## config.mk

```make
export PLATFORM = sky130hd
export DESIGN_NAME = rdp_read_path
export DESIGN_NICKNAME = d
export VERILOG_FILES = /design/src/rtl/rdp_pkg.sv /design/src/rtl/rdp_act_pipe.sv /design/src/rtl/rdp_data_reg.sv /design/src/rtl/rdp_read_path.sv
export SDC_FILE = /design/constraint.sdc
export NUM_CORES = 1
export LEC_CHECK = 0
export CAP_MARGIN = 20
export CORE_MARGIN = 2
export CORE_UTILIZATION = 30
export CTS_CLUSTER_DIAMETER = 80
export DETAILED_ROUTE_END_ITERATION = 8
export GPL_TIMING_DRIVEN = 0
export SLEW_MARGIN = 20
export SYNTH_ARGS = -nofsm -noshare
export SYNTH_HDL_FRONTEND = slang
export SYNTH_SLANG_ARGS = --single-unit
```

## constraint.sdc

```tcl
create_clock -name clk -period 2.3 [get_ports clk]
set_input_delay 0.575 -clock clk [delete_from_list [all_inputs] [get_ports clk]]
set_output_delay 0.575 -clock clk [all_outputs]
set_load 0.03 [all_outputs]
```

## src/rtl/rdp_pkg.sv

```systemverilog
// Package for the read output stage: shared sizes and the command decode.
// Assumes: at most one command class is taken per edge, with deselect first.
package rdp_pkg;

    localparam int unsigned RDP_DATA_W_DEF = 36;
    localparam int unsigned RDP_ACT_STAGES = 2;

    typedef enum logic [1:0] {
        CMD_HOLD  = 2'd0,
        CMD_READ  = 2'd1,
        CMD_DESEL = 2'd2
    } rdp_cmd_e;

    // Map raw request lines to one command, deselect taking priority.
    function automatic rdp_cmd_e rdp_decode(input logic rd, input logic ds);
        if (ds)      return CMD_DESEL;
        else if (rd) return CMD_READ;
        else         return CMD_HOLD;
    endfunction

endpackage

```

## src/rtl/rdp_act_pipe.sv

```systemverilog
// Active-flag pipeline: stage 0 holds the selection state set by reads and
// cleared by deselects; later stages delay it by one edge each so it
// tracks the data path depth.
// Assumes: synchronous active-low reset, commands stable at the edge.
module rdp_act_pipe
    import rdp_pkg::*;
#(
    parameter int unsigned STAGES = RDP_ACT_STAGES
) (
    input  logic              clk,
    input  logic              rst_n,
    input  rdp_cmd_e          cmd,
    output logic [STAGES-1:0] act
);

    logic [STAGES-1:0] act_q;

    // Stage 0: update the selection state from the decoded command.
    always_ff @(posedge clk) begin
        if (!rst_n) begin
            act_q[0] <= 1'b0;
        end else begin
            case (cmd)
                CMD_READ:  act_q[0] <= 1'b1;
                CMD_DESEL: act_q[0] <= 1'b0;
                default:   act_q[0] <= act_q[0];
            endcase
        end
    end

    // Later stages: shift the state one edge per stage.
    for (genvar g = 1; g < STAGES; g++) begin : g_dly
        always_ff @(posedge clk) begin
            if (!rst_n) act_q[g] <= 1'b0;
            else        act_q[g] <= act_q[g-1];
        end
    end

    assign act = act_q;

    AST_RD_SET:   assert property (@(posedge clk) disable iff (!rst_n)
                      (cmd == CMD_READ) |=> act[0]);
    AST_DS_CLR:   assert property (@(posedge clk) disable iff (!rst_n)
                      (cmd == CMD_DESEL) |=> !act[0]);
    AST_HOLD_ACT: assert property (@(posedge clk) disable iff (!rst_n)
                      (cmd == CMD_HOLD) |=> $stable(act[0]));

endmodule

```

## src/rtl/rdp_data_reg.sv

```systemverilog
// Output data register: captures the array word on a rising edge whenever
// the current cycle carries valid read data, and otherwise keeps its value.
// Assumes: synchronous active-low reset; din settles before the edge.
module rdp_data_reg #(
    parameter int unsigned DATA_W = 36
) (
    input  logic              clk,
    input  logic              rst_n,
    input  logic              cap_en,
    input  logic [DATA_W-1:0] din,
    output logic [DATA_W-1:0] dout
);

    // Capture valid read data, clear on reset.
    always_ff @(posedge clk) begin
        if (!rst_n)      dout <= '0;
        else if (cap_en) dout <= din;
    end

endmodule

```

## src/rtl/rdp_read_path.sv

```systemverilog
// Read output stage top: selects flow-through or pipelined data and the
// matching stage of the active pipeline, then gates the drive enable with
// the asynchronous output enable.
// Assumes: pipe_mode changes only while reset is held.
module rdp_read_path
    import rdp_pkg::*;
#(
    parameter int unsigned DATA_W = RDP_DATA_W_DEF
) (
    input  logic              clk,
    input  logic              rst_n,
    input  logic              pipe_mode,
    input  logic              rd_req,
    input  logic              desel_req,
    input  logic [DATA_W-1:0] arr_rdata,
    input  logic              oe_async,
    output logic [DATA_W-1:0] rd_data,
    output logic              drv_en
);

    localparam int unsigned NSTG = RDP_ACT_STAGES;

    rdp_cmd_e          cmd;
    logic [NSTG-1:0]   act;
    logic [DATA_W-1:0] reg_data;
    logic              sel_act;

    // Decode the raw request lines.
    always_comb cmd = rdp_decode(rd_req, desel_req);

    rdp_act_pipe #(.STAGES(NSTG)) i_act (
        .clk   (clk),
        .rst_n (rst_n),
        .cmd   (cmd),
        .act   (act)
    );

    rdp_data_reg #(.DATA_W(DATA_W)) i_dreg (
        .clk    (clk),
        .rst_n  (rst_n),
        .cap_en (act[0]),
        .din    (arr_rdata),
        .dout   (reg_data)
    );

    // Pick data path and drive stage by mode.
    always_comb begin
        if (pipe_mode) begin
            rd_data = reg_data;
            sel_act = act[NSTG-1];
        end else begin
            rd_data = arr_rdata;
            sel_act = act[0];
        end
    end

    // Asynchronous output-enable gate on the drivers.
    assign drv_en = sel_act & oe_async;

    AST_PIPE_DATA: assert property (@(posedge clk) disable iff (!rst_n)
                       (pipe_mode && act[0]) |=> (rd_data == $past(arr_rdata)));
    AST_DCD_OFF:   assert property (@(posedge clk) disable iff (!rst_n)
                       (pipe_mode && desel_req) |=> ##1 !drv_en);
    AST_FT_ON:     assert property (@(posedge clk) disable iff (!rst_n)
                       (!pipe_mode && rd_req && !desel_req) |=> (drv_en || !oe_async));
    AST_RST_OFF:   assert property (@(posedge clk)
                       !rst_n |=> !drv_en);

endmodule

```

==> summary.md <==
| Metric | Value |
|---|---|
| Share of the synthesized area in the top cell type | `0.397` |
| Post-synth top area cell | `dfxtp_1` |
| CTS H-tree lvls | `2` |
| EDFF count, synth | `0` |
| Cell area after synthesis | `1920 µm²` |
| Die Span Y | `84.0 µm` |
| Final Hold Vio Count | `0` |
| Worst Setup SP | `pipe_mode` |
| Ys async rst share | `0` |
| RePlAce Congestion | `0.638` |
| Layout cells sized above 1 | `0.207` |
| Antenna cells | `0` |
| Core Footprint | `6280 µm²` |
| HPWL Detailed | `2790 µm` |
| Routed wire length | `3920 µm` |
| Slew margin rel. | `0.756` |
| Clock Path Buffers | `2` |
| Final std cells w/o fill | `323` |
| Synth warnings | `0` |
| Port Buffer Count | `76` |
| Synth Register Bits | `38` |
| FF-to-FF setup slack | `1.21 ns` |
| Routed len/inst | `12.1 µm` |
| Place WS | `-0.179 ns` |
| Initial Util | `0.306` |
| Via count | `1392` |
| Largest net degree at the start of global routing | `11` |
| Post-layout power | `1.52 mW` |
| TritonRoute pass-1 iters | `2` |
| Peak supply drop | `0.290 mV` |
| Clk_lat worst skew | `0.28 ns` |
| Count leader, synth | `dfxtp_1` |
| Clk sink count | `38` |
| Top cells by count, synth | `38 x dfxtp_1, 37 x mux2i_1, 36 x mux2_2, 32 x nor2b_1` |
| Sequential-to-total area share from yosys stat | `0.397` |
| Critical Path Sink Type | `output pin` |
| Final Max Slew Viols | `0` |
| Design area | `2810 µm²` |
| Tmin final | `2.22 ns` |
| Number of DRC markers in iteration 0 | `12` |
| Startpoint Class | `primary input` |
| Cts bufs inserted | `5` |
| # IOs | `79` |
| Worst-path maximum fanout | `10` |
| Postcts setup bufs | `0` |
| Row count | `29` |
| Final setup fails | `0` |
| Placed cells | `317` |
| Setup repair after global routing missed its margin | `no` |
| Post-route worst setup slack | `0.0842 ns` |
| CTS tree | `yes` |
| Vias per cell | `4.31` |
| Actual slew at the worst max-slew pin | `0.366 ns` |
| Critical path's slowest cell | `mux2_2` |
| Min-delay worst type | `flip-flop to flip-flop` |
| Setup crit end | `rd_data[23]` |
| Mapped Cells | `164` |
| Fin crit share | `0.963` |
| Register-to-Register Path Depth | `4` |
| Synth cell types | `12` |
| Outcome | `finished clean` |
| Final Net Count | `289` |
| Vias in the first global route | `1447` |
| Kind of critical path | `primary input to output pin` |
| Die width | `84.0 µm` |
| Setup TNS | `0 ns` |
| Crit-path cells | `buf_4, buf_6, mux2_2, dlygate4sd2_1` |
| Root Buffer Master | `clkbuf_8` |
| P&R area growth vs syn | `46.6%` |
| Crit-path max cell delay | `0.35 ns` |
| CTS clock-pin slew for the worst setup and hold paths | `0.07 ns` |
| Post-layout util | `0.448` |
| Critical R2R Launch | `i_act.act[0]` |
| Grt ovf | `0` |
| Data required, critical path | `1.73 ns` |
| Leak | `1.16 nW` |
| Syn Area/Cell | `11.7 µm²` |
| Top post-synthesis cells by area | `dfxtp_1 40%, mux2_2 21%, mux2i_1 19%` |
| Fmax | `0.451 GHz` |
| WHS | `0.511 ns` |
| Max Cap Viol | `0` |
| Global-route wire length before repair | `6470 µm` |
| DRC Markers | `0` |
| Critical Path AT | `1.64 ns` |
| Initial antenna violation count | `0` |
| GRT Overall Usage | `0.115` |
| Reg-to-reg endpoint | `i_dreg.dout[9]` |
| Syn_nets | `206` |
| Ys flop type | `dfxtp_1` |
| Antenna Violating Nets Remaining | `0` |
| Fin Clk Skew | `0.00258 ns` |
| Cell area after placement | `2780 µm²` |
| Die Footprint | `7050 µm²` |
| Power Density | `541 nW/µm²` |
## cells in the final DEF, fill, tap and decap left out, drive strengths merged
cell	synthesis	layout
nor3b	1	1
buf	9	9
and2b	5	5
dlygate4sd2	0	37
mux2	36	36
clkbuf	4	10
and2	1	1
clkdlybuf4s50	0	39
nor2b	32	32
nor2	1	1
mux2i	37	37
dfxtp	38	38
## sequential cells by signal (all words and copies together) (netlist names)
register	count
i_act.act	2
i_dreg.dout	36
## where the power goes
group          switching, mW  leakage, nW  total (mW)  internal [mW]
registers             0.0108        0.309       0.695          0.684
logic                  0.186        0.805       0.385          0.198
clock network          0.211       0.0431       0.442          0.231
total                  0.408         1.16        1.52           1.11
## worst max-delay path, delay by kind of cell
family                 cells  cell delay (ns)
buffers and inverters      3             0.71
multiplexers               1             0.35
## area by class of cell
class | count | area (µm²)
Multi-Input combinational cell | 113 | 1030
Clock buffer | 6 | 82.6
Timing Repair Buffer | 76 | 714
Sequential cell | 38 | 761
Tap cell | 77 | 96.3
Buffer | 13 | 126
Fill cell | 632 | 3470
## layer usage
metal / wire, µm / track usage
met1: 1820 / 0.137
met5: 0 / 0
met3: 284 / 0.0396
met4: 59 / 0.0484
met2: 1760 / 0.188
## cell families (layout without fill, tap and decap cells)
group | count (synthesis) | in the layout | share of synthesized area
multiplexers | 73 | 73 | 0.404
flip-flops | 38 | 38 | 0.397
AND/OR/NAND/NOR | 40 | 40 | 0.133
buffers and inverters | 13 | 95 | 0.0659
## what timing repair did
item | in CTS | in global routing
gates resized for setup | 37 | 0
hold buffers | 0 | 0
endpoints found under the hold margin | 0 | 0
setup endpoints to repair | 37 | 0
## how the worst min path moves through the flow
stage	slack, ns	cells after the start	from	to
floorplan	0.48	2	i_dreg.dout[0]	i_dreg.dout[0]
global placement	0.49	2	i_dreg.dout[16]	i_dreg.dout[16]
detailed placement	0.50	2	i_dreg.dout[5]	i_dreg.dout[5]
CTS	0.52	2	i_dreg.dout[5]	i_dreg.dout[5]
global route	0.54	2	i_dreg.dout[2]	i_dreg.dout[2]
finish	0.51	2	i_dreg.dout[33]	i_dreg.dout[33]
Note: power is estimated with default switching activity, not from simulation.
